--- src/rtl/sar_seq_pkg.sv ---
package sar_seq_pkg;

  typedef enum logic [1:0] {
    SEQ_IDLE   = 2'd0,
    SEQ_SAMPLE = 2'd1,
    SEQ_CONV   = 2'd2
  } seq_state_e;

  // Length of one conversion-clock period in system cycles.
  function automatic int unsigned conv_period(input int unsigned base_div, input logic fast);
    return fast ? (base_div / 2) : base_div;
  endfunction

  // Total busy length of one conversion in system cycles.
  function automatic int unsigned busy_cycles(input int unsigned samp, input int unsigned bursts,
                                              input int unsigned base_div, input logic fast);
    return samp + bursts * conv_period(base_div, fast);
  endfunction

endpackage

--- src/rtl/sar_ctl_sync.sv ---
module sar_ctl_sync #(
  parameter int unsigned STAGES = 2,
  parameter int unsigned NSIG   = 5,
  parameter logic [NSIG-1:0] RST_VAL = '0
) (
  input  logic            clk,
  input  logic            rst_n,
  input  logic [NSIG-1:0] async_i,
  output logic [NSIG-1:0] sync_o
);
  logic [STAGES-1:0][NSIG-1:0] pipe_q;

  always_ff @(posedge clk or negedge rst_n) begin
    if (!rst_n) begin
      for (int s = 0; s < int'(STAGES); s++) pipe_q[s] <= RST_VAL;
    end else begin
      pipe_q[0] <= async_i;
      for (int s = 1; s < int'(STAGES); s++) pipe_q[s] <= pipe_q[s-1];
    end
  end

  assign sync_o = pipe_q[STAGES-1];
endmodule

--- src/rtl/sar_burst_timer.sv ---
module sar_burst_timer
  import sar_seq_pkg::*;
#(
  parameter int unsigned SAMPLE_TICKS = 40,
  parameter int unsigned CONV_DIV     = 8,
  parameter int unsigned CONV_CYCLES  = 13,
  localparam int unsigned SW = $clog2(SAMPLE_TICKS + 1),
  localparam int unsigned DW = $clog2(CONV_DIV + 1),
  localparam int unsigned PW = $clog2(CONV_CYCLES + 1)
) (
  input  logic          clk,
  input  logic          rst_n,
  input  logic          start_evt,
  input  logic          mode_sel,
  input  logic          freq_norm,
  output logic          busy,
  output logic          hold,
  output logic          conv_clk,
  output logic          period_tick,
  output logic [PW-1:0] period_idx,
  output logic          burst_done,
  output logic          mode8
);
  seq_state_e    state_q;
  logic [SW-1:0] samp_q;
  logic [DW-1:0] div_q;
  logic [PW-1:0] per_q;
  logic          fast_q;
  logic [DW-1:0] plen;

  assign plen        = DW'(conv_period(CONV_DIV, fast_q));
  assign busy        = (state_q != SEQ_IDLE);
  assign hold        = (state_q == SEQ_SAMPLE) && (samp_q == SW'(SAMPLE_TICKS - 1));
  assign period_tick = (state_q == SEQ_CONV) && (div_q == plen - DW'(1));
  assign burst_done  = period_tick && (per_q == PW'(CONV_CYCLES - 1));
  assign conv_clk    = (state_q == SEQ_CONV) && (div_q < (plen >> 1));
  assign period_idx  = per_q;

  always_ff @(posedge clk or negedge rst_n) begin
    if (!rst_n) begin
      state_q <= SEQ_IDLE;
      samp_q  <= '0;
      div_q   <= '0;
      per_q   <= '0;
      fast_q  <= 1'b0;
      mode8   <= 1'b0;
    end else begin
      case (state_q)
        SEQ_IDLE: begin
          if (start_evt) begin
            state_q <= SEQ_SAMPLE;
            samp_q  <= '0;
            mode8   <= mode_sel;
            fast_q  <= ~freq_norm;
          end
        end
        SEQ_SAMPLE: begin
          if (hold) begin
            state_q <= SEQ_CONV;
            div_q   <= '0;
            per_q   <= '0;
          end else begin
            samp_q <= samp_q + SW'(1);
          end
        end
        SEQ_CONV: begin
          if (period_tick) begin
            div_q <= '0;
            if (burst_done) state_q <= SEQ_IDLE;
            else            per_q   <= per_q + PW'(1);
          end else begin
            div_q <= div_q + DW'(1);
          end
        end
        default: state_q <= SEQ_IDLE;
      endcase
    end
  end
endmodule

--- src/rtl/sar_bit_engine.sv ---
module sar_bit_engine #(
  parameter int unsigned RES_W       = 10,
  parameter int unsigned NARROW_W    = 8,
  parameter int unsigned CONV_CYCLES = 13,
  localparam int unsigned PW  = $clog2(CONV_CYCLES + 1),
  localparam int unsigned CUT = RES_W - NARROW_W
) (
  input  logic             clk,
  input  logic             rst_n,
  input  logic             period_tick,
  input  logic [PW-1:0]    period_idx,
  input  logic             burst_done,
  input  logic             mode8,
  input  logic             cmp_i,
  output logic [RES_W-1:0] trial,
  output logic [RES_W-1:0] result,
  output logic             result_valid
);
  logic [RES_W-1:0] sar_q;

  // Bits below the cut are never tried in narrow mode.
  function automatic logic [RES_W-1:0] keep_mask(input logic narrow);
    logic [RES_W-1:0] m;
    m = '1;
    if (narrow) m = m << CUT;
    return m;
  endfunction

  for (genvar gi = 0; gi < int'(RES_W); gi++) begin : g_bit
    logic active;
    logic set_evt;
    logic dec_evt;
    assign active = !mode8 || (gi >= int'(CUT));
    if (gi == int'(RES_W) - 1) begin : g_msb
      assign set_evt = 1'b0;
    end else begin : g_low
      assign set_evt = period_tick && active && (period_idx == PW'(RES_W - 1 - gi));
    end
    assign dec_evt = period_tick && active && (period_idx == PW'(RES_W - gi));

    always_ff @(posedge clk or negedge rst_n) begin
      if (!rst_n)                                  sar_q[gi] <= 1'b0;
      else if (period_tick && period_idx == '0)    sar_q[gi] <= (gi == int'(RES_W) - 1);
      else if (set_evt)                            sar_q[gi] <= 1'b1;
      else if (dec_evt)                            sar_q[gi] <= cmp_i;
    end
  end

  always_ff @(posedge clk or negedge rst_n) begin
    if (!rst_n) begin
      result       <= '0;
      result_valid <= 1'b0;
    end else begin
      result_valid <= burst_done;
      if (burst_done) result <= sar_q & keep_mask(mode8);
    end
  end

  assign trial = sar_q;
endmodule

--- src/rtl/sar_conv_seq.sv ---
module sar_conv_seq #(
  parameter int unsigned RES_W        = 10,
  parameter int unsigned NARROW_W     = 8,
  parameter int unsigned SYNC_STAGES  = 2,
  parameter int unsigned SAMPLE_TICKS = 40,
  parameter int unsigned CONV_DIV     = 8,
  parameter int unsigned CONV_CYCLES  = 13,
  localparam int unsigned PW = $clog2(CONV_CYCLES + 1)
) (
  input  logic             clk,
  input  logic             rst_n,
  input  logic             ce_i,
  input  logic             cs_n_i,
  input  logic             rd_cnv_i,
  input  logic             a0_i,
  input  logic             freq_norm_i,
  input  logic             cmp_i,
  output logic             hold_o,
  output logic             conv_clk_o,
  output logic [RES_W-1:0] trial_o,
  output logic             eoc_n_o,
  output logic [RES_W-1:0] result_o,
  output logic             result_valid_o
);
  // Synchronized control bus: {freq, a0, rd_cnv, cs_n, ce}
  logic [4:0] ctl_s;
  logic       ce_s, cs_n_s, rd_s, a0_s, freq_s;
  logic       cond_now, cond_q;
  logic       start_evt;
  logic       busy, period_tick, burst_done, mode8;
  logic [PW-1:0] period_idx;

  sar_ctl_sync #(.STAGES(SYNC_STAGES), .NSIG(5), .RST_VAL(5'b10110)) u_sync (
    .clk(clk), .rst_n(rst_n),
    .async_i({freq_norm_i, a0_i, rd_cnv_i, cs_n_i, ce_i}),
    .sync_o(ctl_s)
  );

  assign {freq_s, a0_s, rd_s, cs_n_s, ce_s} = ctl_s;
  assign cond_now  = ce_s && !cs_n_s && !rd_s;
  assign start_evt = cond_now && !cond_q;

  always_ff @(posedge clk or negedge rst_n) begin
    if (!rst_n) cond_q <= 1'b0;
    else        cond_q <= cond_now;
  end

  sar_burst_timer #(
    .SAMPLE_TICKS(SAMPLE_TICKS), .CONV_DIV(CONV_DIV), .CONV_CYCLES(CONV_CYCLES)
  ) u_timer (
    .clk(clk), .rst_n(rst_n), .start_evt(start_evt), .mode_sel(a0_s),
    .freq_norm(freq_s), .busy(busy), .hold(hold_o), .conv_clk(conv_clk_o),
    .period_tick(period_tick), .period_idx(period_idx),
    .burst_done(burst_done), .mode8(mode8)
  );

  sar_bit_engine #(
    .RES_W(RES_W), .NARROW_W(NARROW_W), .CONV_CYCLES(CONV_CYCLES)
  ) u_engine (
    .clk(clk), .rst_n(rst_n), .period_tick(period_tick), .period_idx(period_idx),
    .burst_done(burst_done), .mode8(mode8), .cmp_i(cmp_i),
    .trial(trial_o), .result(result_o), .result_valid(result_valid_o)
  );

  assign eoc_n_o = busy;
endmodule

--- config.mk ---
export PLATFORM = sky130hd
export DESIGN_NAME = sar_conv_seq
export DESIGN_NICKNAME = d
export VERILOG_FILES = /design/src/rtl/sar_seq_pkg.sv /design/src/rtl/sar_ctl_sync.sv /design/src/rtl/sar_burst_timer.sv /design/src/rtl/sar_bit_engine.sv /design/src/rtl/sar_conv_seq.sv
export SDC_FILE = /design/constraint.sdc
export NUM_CORES = 1
export LEC_CHECK = 0
export BUFFER_PORTS_ARGS = -buffer_cell sky130_fd_sc_hd__buf_2
export CORE_ASPECT_RATIO = 1.1
export CORE_MARGIN = 2
export CORE_UTILIZATION = 55
export DETAILED_ROUTE_END_ITERATION = 16
export PLACE_DENSITY_LB_ADDON = 0.08
export SLEW_MARGIN = 20
export SYNTH_ARGS = -nofsm -noshare
export SYNTH_HDL_FRONTEND = slang
export SYNTH_SLANG_ARGS = --single-unit
--- constraint.sdc ---
create_clock -name clk -period 1.91 [get_ports clk]
set_input_delay 0.4775 -clock clk [delete_from_list [all_inputs] [get_ports clk]]
set_output_delay 0.4775 -clock clk [all_outputs]
set_load 0.005 [all_outputs]
# Yosys cells after proc, flatten, opt, wreduce, memory -nomap -nowiden
# Index checks and enable logic that the tools add are counted.
[word_totals]
output_inout_bits = 24
wordCells = 139
reg_bits = 50
input_bits = 8
[classes]
mux = 46
n_eq_ne = 21
n_bitwise = 2
n_reduce_logical = 44
magnitude_cmp = 1
add_sub_neg = 4
[ops]
columns = ["operator", "count"]
rows = [
  ["$mux 1", 29],
  ["$reduce_bool 3->1", 9],
  ["$logic_and 1x1->1", 20],
  ["$mux 4", 5],
  ["$eq 4x3->1 const B", 4],
  ["$eq 4x4->1 const B", 4],
  ["$pmux 4 s2", 2],
  ["$mux 6", 2],
  ["$ne 2x2->1 const B", 6],
  ["$pmux 6 s2", 1],
  ["$and 10x10->10", 1],
  ["$mux 10", 1],
  ["$mux 2", 5],
  ["$add 4x1->4 const B", 2],
  ["$eq 4x2->1 const B", 2],
  ["$reduce_and 4->1", 2],
  ["$reduce_bool 2->1", 4],
  ["$add 6x1->6 const B", 1],
  ["$eq 6x6->1 const B", 1],
  ["$pmux 2 s3", 1],
  ["$eq 4x1->1 const B", 1],
  ["$eq 4x4->1", 1],
  ["$logic_not 1->1", 4],
  ["$logic_not 4->1", 1],
  ["8 further kinds", 9],
]

# Logic depth before layout (Yosys ltp)
# Gate-level depths: netlist (run 1).
[logic_depth]
word_depth = 9
ltp_mapped = 7
mapped_depth_nobuf = 6

# Hierarchy
# A second synthesis (run 1) with hierarchy kept.
[unflattened]
hier_cells = 219
hier_area_um2 = 2399.8
[by_module_without_submodules]
columns = ["module", "area_each_um2", "instances", "cells_per_inst", "seq_area_each_um2"]
rows = [
  ["sar_burst_timer", 1084.8, 1, 115, 450.4],
  ["sar_bit_engine", 972.2, 1, 86, 525.5],
  ["sar_ctl_sync", 295.3, 1, 15, 257.7],
  ["sar_conv_seq", 47.5, 1, 3, 25.0],
]

# Least setup slack after synthesis (run 1)
# OpenSTA, ideal clock, no wires.
[synth_path]
path_kind = "flip-flop to flip-flop"
from = "register u_timer.fast_q"
to = "register u_engine.result[4]"
required_time_ps = 1785
synth_period_minus_slack_ps = 1685
stages_incl_launch_ff = 7
t_arrival_ps = 1560
setup_time_ps = 125
path_buffers = 2
setup_slack_ps = 225
path_cell_list = "dfrtp_1 > ha_1 > and3b_1 > buf_6 > nand3_4 > buf_6 > mux2_4"
[synth_via]
elab_chain_len = 5
[synth_rtl]
columns = ["item", "line_no", "text"]
rows = [
  ["start, declared", "sar_burst_timer.sv:28", "logic fast_q;"],
  ["start signal, assigned", "sar_burst_timer.sv:54", "fast_q <= ~freq_norm;"],
  ["$mux 4", "sar_seq_pkg.sv:11", "return fast ? (base_div / 2) : base_div;"],
  ["$sub 4x1->4", "sar_burst_timer.sv:34", "assign period_tick = (state_q == SEQ_CONV) && (div_q == plen - DW'(1));"],
  ["$eq 4x4->1", "sar_burst_timer.sv:34", ""],
  ["$logic_and 1x1->1", "sar_burst_timer.sv:34", ""],
  ["$logic_and 1x1->1", "sar_burst_timer.sv:35", "assign burst_done = period_tick && (per_q == PW'(CONV_CYCLES - 1));"],
  ["end signal, assigned", "sar_bit_engine.sv:55", "if (burst_done) result <= sar_q & keep_mask(mode8);"],
  ["end, declared", "sar_bit_engine.sv:16", "output logic [RES_W-1:0] result,"],
]
# No other way between the ends.
# A chain may end at the register's enable or synchronous reset.

# Final worst setup path (run 1)
[layout_path]
from = "register u_timer.div_q[2]"
to = "output conv_clk_o"
[layout_via]
elab_chain_len = 2
[layout_rtl]
columns = ["item", "line_no", "text"]
rows = [
  ["start, declared", "sar_burst_timer.sv:26", "logic [DW-1:0] div_q;"],
  ["start signal, assigned", "sar_burst_timer.sv:72", "div_q <= div_q + DW'(1);"],
  ["$lt 4x3->1", "sar_burst_timer.sv:36", "assign conv_clk = (state_q == SEQ_CONV) && (div_q < (plen >> 1));"],
  ["$logic_and 1x1->1", "sar_burst_timer.sv:36", ""],
  ["end, declared", "sar_conv_seq.sv:19", "output logic conv_clk_o,"],
]
# No other way between the ends.

==> results.txt, run 1 <==
----------------------------------------------------
[Run status]
  Outcome ... completed

[Logic synthesis]
  Leading register cell type out of synthesis ... sky130_fd_sc_hd__dfrtp_1
  Area of the mapped netlist ... 2350 um2
  Share of the yosys chip area belonging to registers ... 53.5%
  Post-Syn Nets ... 219
  Yosys warning count ... 0
  Seq cells post-synth ... 50
  Count of flip-flops with a built-in enable after synthesis ... 0
  Library cells used by synthesis ... 56
  Synthesized instance count ... 204
  Async set-or-reset flop fraction in the synthesized netlist ... 100%
  Mean instance size in the synthesized netlist ... 11.5 um2

[Worst setup path]
  Worst r2r path cells ... 6
  Reg-to-reg endpoint ... u_engine.trial[1]$_DFFE_PN0P_
  Critical Path Sink Type ... primary output
  Crit path cell chain ... ha_4 > a2111oi_4 > buf_2
  Crit Path Class ... reg -> out
  Required time at the worst-slack endpoint ... 1430 ps
  Critical path buffers and inverters ... 1
  Reg-to-reg startpoint ... u_timer.fast_q$_DFFE_PN0P_
  CP top delay family ... flip-flops
  Worst-path cell with the longest stage delay ... sky130_fd_sc_hd__dfrtp_1
  CP Data Arrival Time ... 1400 ps
  Largest driver fanout on the critical path ... 3
  Longest individual stage delay on the worst path ... 420 ps
  Startpoint types ... register
  Flop-to-flop setup slack ... 90 ps

[Clock tree]
  Count of clock tree sinks ... 50
  Clock-pin slew reported for the worst setup and hold paths after clock tree synthesis ... 80 ps
  CTS Root Cell ... sky130_fd_sc_hd__clkbuf_8
  Clock insertion delay at the later pin of the skew report ... 300 ps
  Clock tree from TritonCTS ... done
  Total clock buffers created by CTS ... 5
  Count of hold-fix buffers inserted at cts ... 0
  Number of H-tree levels ... 2
  Worst-case clock buffer depth ... 2

[Floorplanning]
  FP Rows ... 24
  Core outline area ... 4020 um2
  Width of the chip ... 66.4 um
  Starting Density ... 58.5%
  DIE HEIGHT ... 72.6 um
  Total I/O pin count ... 32
  Die area ... 4820 um2

[STA]
  RSZ-0062 raised after global routing ... true
  Sum Neg Setup Slack ... 0 ps
  Tightest hold margin ... 167 ps
  Final setup skew ... 5.57 ps
  Final number of max-transition violations ... 0
  Min Tclk post-route ... 1880 ps
  Setup slack after layout ... 30.3 ps
  Worst rel slew slack ... 63.1%
  Number of hold-slack violations in the final timing report ... 0
  Endpoints failing setup ... 0
  Pin slew with the least headroom to its limit ... 554 ps
  Peak Freq ... 532 MHz
  Final worst-path cycle share ... 98.4%

[Route]
  Post-detailed-route wirelength per cell ... 16.1 um
  Vias ... 1,744
  1st-pass router iterations ... 5
  Routed vias/inst ... 5.70
  Remaining number of nets flagged by the antenna check after routing ... 0
  Number of DRC violations after detailed routing ... 0
  DR iter-0 viols ... 149
  Total wire length after detailed routing ... 4920 um

[Power]
  Worst-case vdd ir drop ... 0.588 mV
  Static leakage ... 1.30 nW
  Power density cells ... 836 nW/um2

[Global route]
  Number of global-route vias before repair ... 1,837
  Pin count of the biggest net entering global routing ... 28
  GRT Util Overall ... 23.0%
  Number of antenna violations at the first check in global routing ... 0
  Wire length of the first global-routing pass ... 8490 um
  Overflow left after global routing ... 0

[Cells and area]
  Number of antenna diodes ... 0
  Share of post-route cells with drive strength above 1 ... 34.3%
  Utilization of the core after routing ... 69.7%
  Commonest cells after routing, fill and taps aside ... sky130_fd_sc_hd__dfrtp_1, sky130_fd_sc_hd__buf_2, sky130_fd_sc_hd__buf_4
  Layout overhead on the synthesized area ... 19.2%
  Commonest non-fill, non-tap cell in the layout ... sky130_fd_sc_hd__dfrtp_1
  Post-layout nets ... 268

[Placed design]
  Number of I/O port buffers ... 31
  HPWL reported at the end of detailed placement ... 3550 um
  Final GP Congestion ... 0.903
  Worst setup timing slack at the placement stage ... -1.62 ps

[Job]
  Number of violations of the max-capacitance limit ... 0

[Min path]
  Worst min path class ... in -> async

----------------------------------------------------
[state kept, by name, summed over array words and instances (netlist names)]
| register | flops |
|---|---|
| u_timer.mode8 | 1 |
| u_timer.fast_q | 1 |
| u_engine.result | 10 |
| u_timer.samp_q | 6 |
| u_sync.pipe_q | 5 |
| u_sync.sync_o | 5 |
| u_timer.div_q | 4 |
| u_engine.trial | 10 |
| cond_q | 1 |
| u_timer.period_idx | 4 |
| u_timer.state_q | 2 |
| u_engine.result_valid | 1 |
[kinds of logic (layout without fill, tap and decap cells)]
family / count (synthesis) / count (layout) / share of synthesized area [%]
buf+inv: 12 / 62 / 3.03
xor+xnor: 2 / 2 / 0.744
compound gates: 37 / 37 / 10.6
fa+ha+maj: 7 / 7 / 3.72
flops: 50 / 50 / 53.5
mux: 13 / 13 / 6.96
simple gates: 83 / 83 / 21.4
[report_power, final]
part | switching, mW | total, mW | internal [mW]
registers | 0.0902 | 1.26 | 1.17
logic | 0.238 | 0.468 | 0.230
clock network | 0.322 | 0.615 | 0.292
[Yosys cell counts, types with 3 or more instances]
| master | number | area, um2 |
|---|---|---|
| sky130_fd_sc_hd__a211oi_1 | 3 | 22.5 |
| sky130_fd_sc_hd__nor4_1 | 4 | 25.0 |
| sky130_fd_sc_hd__nand2_1 | 13 | 48.8 |
| sky130_fd_sc_hd__ha_1 | 7 | 87.6 |
| sky130_fd_sc_hd__buf_6 | 3 | 33.8 |
| sky130_fd_sc_hd__o21ai_0 | 8 | 40.0 |
| sky130_fd_sc_hd__inv_1 | 5 | 18.8 |
| sky130_fd_sc_hd__and3_1 | 4 | 25.0 |
| sky130_fd_sc_hd__dfstp_2 | 6 | 158 |
| sky130_fd_sc_hd__nor3_1 | 14 | 70.1 |
| sky130_fd_sc_hd__mux2i_1 | 4 | 40.0 |
| sky130_fd_sc_hd__nand4_1 | 3 | 18.8 |
| sky130_fd_sc_hd__dfrtp_1 | 44 | 1100 |
| sky130_fd_sc_hd__nor2_1 | 13 | 48.8 |
| sky130_fd_sc_hd__mux2_4 | 6 | 90.1 |
| sky130_fd_sc_hd__nand3b_1 | 4 | 30.0 |
| sky130_fd_sc_hd__nand3_1 | 3 | 15.0 |
| sky130_fd_sc_hd__nand2b_1 | 4 | 25.0 |
| sky130_fd_sc_hd__a21oi_1 | 11 | 55.1 |
[per-stage QoR]
stage               total power [mW]  area [um2]  std cells
global route                    2.49        2810        306
floorplan                       1.53        2350        204
detailed placement              1.69        2640        294
global placement                1.67        2640        294
finish                          2.35        2810        306
CTS                             2.34        2780        304
[worst max-delay path by stage]
stage	start	to	slack (ps)	depth (start not counted)
detailed placement	u_timer.div_q[2]$_DFFE_PN0P_	u_engine.trial[3]$_DFFE_PN0P_	-2	5
finish	u_timer.div_q[2]$_DFFE_PN0P_	conv_clk_o	30	3
global placement	u_timer.div_q[2]$_DFFE_PN0P_	u_engine.trial[3]$_DFFE_PN0P_	80	5
CTS	u_timer.div_q[2]$_DFFE_PN0P_	conv_clk_o	1	3
floorplan	u_timer.fast_q$_DFFE_PN0P_	u_engine.result[4]$_DFFE_PN0P_	220	6
global route	u_timer.div_q[2]$_DFFE_PN0P_	conv_clk_o	-30	3
[final cells by class]
cell class	count	area [um2]
clock buffers	7	86.3
inverters	6	22.5
repair buffers	48	295
fillers	317	1220
clock inverters	1	5.00
flip-flops and latches	50	1260
well taps	52	65.1
multi-input cells	142	1070
[layer usage]
metal	wire [um]	vias to the layer above	track usage, %
li1	-	836	-
met1	2050	847	27.5
met2	2590	53	40.9
met3	218	8	5.25
met4	61	0	7.26
met5	0	-	0
[what timing repair did]
item,CTS,global route
setup endpoints to repair,3,4
resized for setup,6,2
buffers inserted,2,2
pin swaps,1,0
hold endpoints to repair,0,0
Power figures use the tool's default switching activity.
==> inputs of run 2 (changes only) <==
--- a/config.mk
+++ b/config.mk
@@ -8,7 +8,7 @@
 export BUFFER_PORTS_ARGS = -buffer_cell sky130_fd_sc_hd__buf_2
 export CORE_ASPECT_RATIO = 1.1
 export CORE_MARGIN = 2
-export CORE_UTILIZATION = 55
+export CORE_UTILIZATION = 30
 export DETAILED_ROUTE_END_ITERATION = 16
 export PLACE_DENSITY_LB_ADDON = 0.08
 export SLEW_MARGIN = 20
==> results.txt, run 2 (same netlist as run 1, synthesis figures left out) <==
----------------------------------------------------
[STA]
  Endpoints failing setup ... 1 (+1)
  Pin slew with the least headroom to its limit ... 339 ps (-215 ps)
  Min Tclk post-route ... 1910 ps (+30.4 ps)
  Setup slack after layout ... -0.112 ps (-30.4 ps)
  Number of hold-slack violations in the final timing report ... 0 (unchanged)
  RSZ-0062 raised after global routing ... true
  Worst rel slew slack ... 77.4% (+14 points)
  Peak Freq ... 524 MHz (-1.6%)
  Final setup skew ... 9.17 ps (+3.60 ps)
  Final number of max-transition violations ... 0 (unchanged)
  Final worst-path cycle share ... 100% (+1.6 points)

[Power]
  Static leakage ... 1.38 nW (+6.1%)
  Internal power of the cells ... 1.89 mW (+11%)
  Proportion of power drawn by combinational gates ... 21.4% (+1.5 points)
  Worst-case vdd ir drop ... 0.434 mV (-26%)
  Clock share of power ... 30.1% (+3.9 points)
  Switching share of power ... 26.9% (-0.77 points)
  Share of total power in sequential cells ... 48.6% (-5.3 points)
  Net switching component of the power ... 0.697 mW (+7.2%)
  Power density cells ... 863 nW/um2 (+3.2%)

[Cells and area]
  Filler cell count ... 770 (+140%)
  Share of post-route cells with drive strength above 1 ... 38.2% (+4.0 points)
  Commonest non-fill, non-tap cell in the layout ... sky130_fd_sc_hd__dfrtp_1
  Commonest cells after routing, fill and taps aside ... sky130_fd_sc_hd__dfrtp_1, sky130_fd_sc_hd__buf_2, sky130_fd_sc_hd__buf_4
  Post-route standard cell area excluding fillers ... 3000 um2 (+6.8%)
  Number of antenna diodes ... 0 (unchanged)
  Layout overhead on the synthesized area ... 27.4%
  Register Area ... 1260 um2 (unchanged)
  Area occupied by multi-input gates ... 1080 um2 (+0.23%)
  Utilization of the core after routing ... 39.9% (-30 points)
  Post-layout nets ... 281 (+4.9%)

[Global route]
  Number of global-route vias before repair ... 1,882 (+2.4%)
  Overflow left after global routing ... 0 (unchanged)
  Wire length of the first global-routing pass ... 9260 um (+9.1%)
  GRT Util Overall ... 13.9% (-9.1 points)
  Number of antenna violations at the first check in global routing ... 0 (unchanged)
  Pin count of the biggest net entering global routing ... 51 (+82%)

[Clock tree]
  Number of H-tree levels ... 2 (unchanged)
  Clock tree from TritonCTS ... done
  Clock-pin slew reported for the worst setup and hold paths after clock tree synthesis ... 90 ps (about the same)
  Total clock buffers created by CTS ... 5 (unchanged)
  Count of clock tree sinks ... 50 (unchanged)
  Worst-case clock buffer depth ... 2 (unchanged)
  Clock insertion delay at the later pin of the skew report ... 300 ps (about the same)
  CTS Root Cell ... sky130_fd_sc_hd__clkbuf_8

[Worst setup path]
  Largest driver fanout on the critical path ... 3 (unchanged)
  Flop-to-flop setup slack ... 140 ps (+50 ps)
  Reg-to-reg startpoint ... u_timer.div_q[2]$_DFFE_PN0P_
  Launch point of the critical path ... u_timer.div_q[2]$_DFFE_PN0P_
  Critical Path Sink Type ... primary output
  Crit path cell chain ... ha_4 > a2111oi_4 > buf_2
  Startpoint types ... register
  Crit Path Class ... reg -> out
  CP Data Arrival Time ... 1430 ps (+30 ps)
  CP top delay family ... flip-flops
  Required time at the worst-slack endpoint ... 1430 ps (about the same)
  Worst-path cell with the longest stage delay ... sky130_fd_sc_hd__dfrtp_1
  Critical path buffers and inverters ... 1 (unchanged)
  Longest individual stage delay on the worst path ... 420 ps (about the same)

[Route]
  Total wire length after detailed routing ... 5490 um (+12%)
  Post-detailed-route wirelength per cell ... 14.8 um (-8.2%)
  Number of DRC violations after detailed routing ... 0 (unchanged)
  Vias ... 1,787 (+2.5%)
  Routed vias/inst ... 4.80 (-16%)
  Remaining number of nets flagged by the antenna check after routing ... 0 (unchanged)
  DR iter-0 viols ... 72 (-52%)
  1st-pass router iterations ... 4 (-1)

[Floorplanning]
  DIE HEIGHT ... 96.9 um (+33%)
  Total I/O pin count ... 32 (unchanged)
  Width of the chip ... 88.5 um (+33%)
  FP Rows ... 33 (+38%)
  Core outline area ... 7510 um2 (+87%)
  Starting Density ... 31.3% (-27 points)
  Die area ... 8570 um2 (+78%)

[Placed design]
  Number of I/O port buffers ... 31 (unchanged)
  HPWL reported at the end of detailed placement ... 3940 um (+11%)
  Total placed instance area ... 2780 um2 (+5.7%)
  Final GP Congestion ... 0.850 (-5.8%)

[Run status]
  Outcome ... finished, violations left
  Violations in the final reports ... setup timing

[Min path]
  Worst min path class ... in -> async

[Job]
  Number of violations of the max-capacitance limit ... 0 (unchanged)

----------------------------------------------------
==> run 2: cell count changes in the layout (fill, tap and decap cells not counted), sizes merged <==
cell,previous run,this run
buf,48,61
bufinv,0,1
clkinv,1,0
==> run 2: layout make-up <==
cell class	instances	share of cell area [%]
flip-flops and latches	50	42.0
well taps	105	4.38
clock buffers	7	2.88
repair buffers	61	13.1
multi-input cells	142	35.9
clock inverters	1	1.00
inverters	6	0.751
==> run 2: what timing repair did <==
action	CTS	global route
hold buffers	0	0
setup endpoints to repair	2	23
gates resized for setup	9	1
pin swaps	0	4
setup buffers	2	4
==> run 2: stage by stage <==
| step | setup TNS [ps] | power (mW) | cells | setup slack [ps] | hold slack [ps] |
|---|---|---|---|---|---|
| finish | -0.112 | 2.59 | 372 | -0.112 | 142 |
| global route | -121 | 2.77 | 372 | -87.9 | 158 |
| CTS | -27.5 | 2.59 | 368 | -27.5 | 155 |
| detailed placement | 0 | 1.71 | 358 | 26.1 | 340 |
| global placement | 0 | 1.71 | 358 | 74.2 | 332 |
| floorplan | 0 | 1.53 | 204 | 225 | 182 |
==> run 2: path summary, 6_finish.rpt <==
kind | end | cells past startpoint
max in group asynchronous | u_sync.pipe_q[1]$_DFF_PN1_ | 2
max | conv_clk_o | 3
min in group clk | u_sync.pipe_q[4]$_DFF_PN1_ | 1
max reg2reg | u_engine.trial[1]$_DFFE_PN0P_ | 6
min | u_engine.result[8]$_DFFE_PN0P_ | 2
min reg2reg | u_sync.sync_o[1]$_DFF_PN1_ | 0
==> run 2: power by group through the flow <==
stage          registers (mW)  logic (mW)  clock network [mW]
3_5_place_dp             1.29       0.416                   0
2_1_floorplan            1.26       0.268                   0
3_3_place_gp             1.29       0.417                   0
5_1_grt                  1.27       0.627               0.867
6_report                 1.26       0.552               0.777
4_1_cts                  1.27       0.513               0.815
==> run 2: layer usage <==
layer / GRT usage [%] / up-vias / share of wire (%)
met4: 6.76 / 0 / 2.8
met3: 3.41 / 13 / 2.8
met1: 17.1 / 882 / 45
li1: - / 861 / -
met2: 22.2 / 31 / 50
met5: 0 / - / 0
==> inputs of run 3 (changes only) <==
--- a/config.mk
+++ b/config.mk
@@ -5,10 +5,10 @@
 export SDC_FILE = /design/constraint.sdc
 export NUM_CORES = 1
 export LEC_CHECK = 0
+export ABC_AREA = 1
 export BUFFER_PORTS_ARGS = -buffer_cell sky130_fd_sc_hd__buf_2
 export CORE_ASPECT_RATIO = 1.1
-export CORE_MARGIN = 2
-export CORE_UTILIZATION = 30
+export CORE_UTILIZATION = 50
 export DETAILED_ROUTE_END_ITERATION = 16
 export PLACE_DENSITY_LB_ADDON = 0.08
 export SLEW_MARGIN = 20
==> results.txt, run 3 <==
----------------------------------------------------
[Clock tree]
  Number of H-tree levels ... 2 (unchanged)
  Clock insertion delay at the later pin of the skew report ... 300 ps (about the same)
  Count of clock tree sinks ... 50 (unchanged)
  Count of hold-fix buffers inserted at cts ... 0 (unchanged)
  CTS Root Cell ... sky130_fd_sc_hd__clkbuf_8
  Total clock buffers created by CTS ... 5 (unchanged)
  Clock-pin slew reported for the worst setup and hold paths after clock tree synthesis ... 100 ps (about the same)
  Clock tree from TritonCTS ... done
  Worst-case clock buffer depth ... 2 (unchanged)

[Power]
  Proportion of power drawn by combinational gates ... 14.7% (-6.7 points)
  Internal power of the cells ... 1.74 mW (-8.1%)
  Clock share of power ... 33.3% (+3.2 points)
  Worst-case vdd ir drop ... 0.481 mV (+11%)
  Static leakage ... 1.40 nW (+1.8%)
  Net switching component of the power ... 0.592 mW (-15%)
  Share of total power in sequential cells ... 52.0% (+3.4 points)
  Switching share of power ... 25.4% (-1.5 points)
  Power density cells ... 869 nW/um2 (+0.69%)

[Global route]
  Pin count of the biggest net entering global routing ... 25 (-51%)
  Number of global-route vias before repair ... 1,668 (-11%)
  Wire length of the first global-routing pass ... 7290 um (-21%)
  Overflow left after global routing ... 0 (unchanged)
  Number of antenna violations at the first check in global routing ... 0 (unchanged)
  GRT Util Overall ... 20.0% (+6.1 points)

[Placed design]
  Total placed instance area ... 2530 um2 (-9.2%)
  HPWL reported at the end of detailed placement ... 3090 um (-21%)
  Final GP Congestion ... 0.926 (+8.9%)
  Number of I/O port buffers ... 31 (unchanged)
  Worst setup timing slack at the placement stage ... 155 ps (+128 ps)

[Route]
  Post-detailed-route wirelength per cell ... 12.1 um (-18%)
  DR iter-0 viols ... 108 (+50%)
  Routed vias/inst ... 5.09 (+5.9%)
  Number of DRC violations after detailed routing ... 0 (unchanged)
  1st-pass router iterations ... 4 (unchanged)
  Total wire length after detailed routing ... 4220 um (-23%)
  Remaining number of nets flagged by the antenna check after routing ... 0 (unchanged)
  Vias ... 1,781 (-0.34%)

[Logic synthesis]
  Seq cells post-synth ... 50 (unchanged)
  Mean instance size in the synthesized netlist ... 9.01 um2 (-22%)
  Post-Syn Nets ... 266 (+21%)
  Leading register cell type out of synthesis ... sky130_fd_sc_hd__dfrtp_1
  Share of the yosys chip area belonging to registers ... 55.7% (+2.2 points)
  Synth top area cells ... sky130_fd_sc_hd__dfrtp_1, sky130_fd_sc_hd__nand2_1, sky130_fd_sc_hd__dfstp_2
  Ranking of synthesized cells by instance count ... sky130_fd_sc_hd__nand2_1, sky130_fd_sc_hd__dfrtp_1, sky130_fd_sc_hd__nand3_1, sky130_fd_sc_hd__inv_1, sky130_fd_sc_hd__nor2_1
  Area of the mapped netlist ... 2260 um2 (-3.9%)
  Synthesized instance count ... 251 (+23%)
  Cell type with the highest aggregate area in the netlist ... sky130_fd_sc_hd__dfrtp_1
  Most used standard cell by instance count after synthesis ... sky130_fd_sc_hd__nand2_1
  Library cells used by synthesis ... 29 (-48%)
  Synth top area share ... 48.7% (+1.9 points)
  Yosys warning count ... 0 (unchanged)
  Count of flip-flops with a built-in enable after synthesis ... 0 (unchanged)
  Async set-or-reset flop fraction in the synthesized netlist ... 100% (unchanged)

[Worst setup path]
  Required time at the worst-slack endpoint ... 1430 ps (about the same)
  Reg-to-reg endpoint ... u_engine.trial[3]$_DFFE_PN0P_
  Flop-to-flop setup slack ... 170 ps (+30 ps)
  CP Data Arrival Time ... 1430 ps (about the same)
  Crit Path Class ... reg -> out
  Critical Path Sink Type ... primary output
  Crit path cell chain ... ha_1 > nand2_1 > a21oi_1 > nor4_1 > buf_2
  Reg-to-reg startpoint ... u_timer.fast_q$_DFFE_PN0P_
  Longest individual stage delay on the worst path ... 400 ps (-20 ps)
  Worst r2r path cells ... 8 (+2)
  Largest driver fanout on the critical path ... 2 (-1)
  Worst-path cell with the longest stage delay ... sky130_fd_sc_hd__dfrtp_1
  Startpoint types ... register

[STA]
  Endpoints failing setup ... 0 (-1)
  Setup slack after layout ... 2.91 ps (+3.02 ps)
  Number of hold-slack violations in the final timing report ... 0 (unchanged)
  Min Tclk post-route ... 1910 ps (-3.02 ps)
  Peak Freq ... 524 MHz (+0.16%)
  Final worst-path cycle share ... 99.8% (-0.16 points)
  RSZ-0062 raised after global routing ... true
  Worst rel slew slack ... 74.1% (-3.4 points)
  Pin slew with the least headroom to its limit ... 386 ps (+47.3 ps)
  Tightest hold margin ... 70.5 ps (-71.7 ps)
  Final number of max-transition violations ... 0 (unchanged)
  Final setup skew ... 13.8 ps (+4.64 ps)

[Cells and area]
  Commonest non-fill, non-tap cell in the layout ... sky130_fd_sc_hd__nand2_1
  Commonest cells after routing, fill and taps aside ... sky130_fd_sc_hd__nand2_1, sky130_fd_sc_hd__dfrtp_1, sky130_fd_sc_hd__nand3_1, sky130_fd_sc_hd__buf_2, sky130_fd_sc_hd__inv_1
  Layout overhead on the synthesized area ... 18.6%
  Number of antenna diodes ... 0 (unchanged)
  Filler cell count ... 385 (-50%)
  Post-layout nets ... 310 (+10%)
  Post-route standard cell area excluding fillers ... 2680 um2 (-11%)
  Share of post-route cells with drive strength above 1 ... 24.0% (-14 points)

[Min path]
  Worst min path class ... in -> async

[Floorplanning]
  Die area ... 4790 um2 (-44%)
  Starting Density ... 52.4% (+21 points)
  Total I/O pin count ... 32 (unchanged)
  Width of the chip ... 66.1 um (-25%)
  DIE HEIGHT ... 72.5 um (-25%)
  FP Rows ... 25 (-24%)
  Core outline area ... 4320 um2 (-43%)

[Job]
  Number of violations of the max-capacitance limit ... 0 (unchanged)

[Run status]
  Outcome ... completed

----------------------------------------------------
-- run 3: cell count changes after synthesis, moves of 8 or more --
cell                      before  now
sky130_fd_sc_hd__nand2_1      13   80
sky130_fd_sc_hd__inv_1         5   16
sky130_fd_sc_hd__a21oi_1      11    3
sky130_fd_sc_hd__nor3_1       14    1
sky130_fd_sc_hd__nand3_1       3   31
-- run 3: what timing repair did --
| action | CTS | global route |
|---|---|---|
| gates resized for setup | 0 | 2 |
| pin swaps | 0 | 2 |
| setup buffers | 3 | 1 |
| setup endpoints to repair | 2 | 2 |
-- run 3: stage by stage --
step	total power, mW	util, %	std cells	setup TNS (ps)
2_1_floorplan	1.43	-	251	0
6_report	2.33	62.1	350	0
3_3_place_gp	1.52	58.6	338	0
4_1_cts	2.34	61.9	349	-7.93
5_1_grt	2.46	62.1	350	-101
3_5_place_dp	1.53	58.6	338	0
-- run 3: cell type report --
class | instances | area, um2 | share of cell area, %
Timing Repair Buffer | 41 | 255 | 9.52
Tap cell | 54 | 67.6 | 2.52
Multi-Input combinational cell | 174 | 892 | 33.3
Inverter | 23 | 86.3 | 3.22
Clock inverter | 2 | 38.8 | 1.45
Sequential cell | 50 | 1260 | 46.9
Clock buffer | 6 | 82.6 | 3.08
-- run 3: kinds of logic after synthesis --
family / Yosys count / share of synthesized area (%)
and+or+nand+nor: 144 / 29.3
DFF: 50 / 55.7
buffers and inverters: 27 / 4.98
AOI/OAI and AO/OA: 18 / 4.26
adders and majority gates: 7 / 3.87
xor gates and xnor gates: 5 / 1.94
-- run 3: power by group through the flow --
stage	sequential, mW	clock [mW]	combinational, mW
after floorplan	1.22	0	0.208
after global placement	1.24	0	0.286
after detailed placement	1.24	0	0.292
after CTS	1.21	0.798	0.327
after global routing	1.22	0.842	0.395
final	1.21	0.776	0.342
-- run 3: worst max-delay path, delay by kind of cell (launching register included) --
family | cells | cell delay (ps)
AO/OA/AOI/OAI | 1 | 40
adder cells (fa/ha/maj) | 1 | 310
buffers and inverters | 1 | 150
flip-flops | 1 | 400
AND/OR/NAND/NOR | 2 | 230
-- run 3: worst max-delay path by stage --
stage | startpoint | end | slack (ps) | cells after the start
after floorplan | u_timer.div_q[2]$_DFFE_PN0P_ | u_engine.trial[3]$_DFFE_PN0P_ | 350 | 8
after global placement | u_timer.div_q[2]$_DFFE_PN0P_ | u_engine.trial[3]$_DFFE_PN0P_ | 220 | 8
after detailed placement | u_timer.div_q[2]$_DFFE_PN0P_ | u_engine.trial[3]$_DFFE_PN0P_ | 150 | 8
after CTS | u_timer.fast_q$_DFFE_PN0P_ | conv_clk_o | -8 | 5
after global routing | u_timer.fast_q$_DFFE_PN0P_ | conv_clk_o | -100 | 5
final | u_timer.fast_q$_DFFE_PN0P_ | conv_clk_o | 3 | 5
-- run 3: per-layer routing --
metal | vias up | GRT usage, % | share of wire [%]
li1 | 907 | - | -
met1 | 825 | 28.1 | 50
met2 | 40 | 31.0 | 43
met3 | 9 | 4.25 | 4.0
met4 | 0 | 6.38 | 2.1
met5 | - | 0 | 0
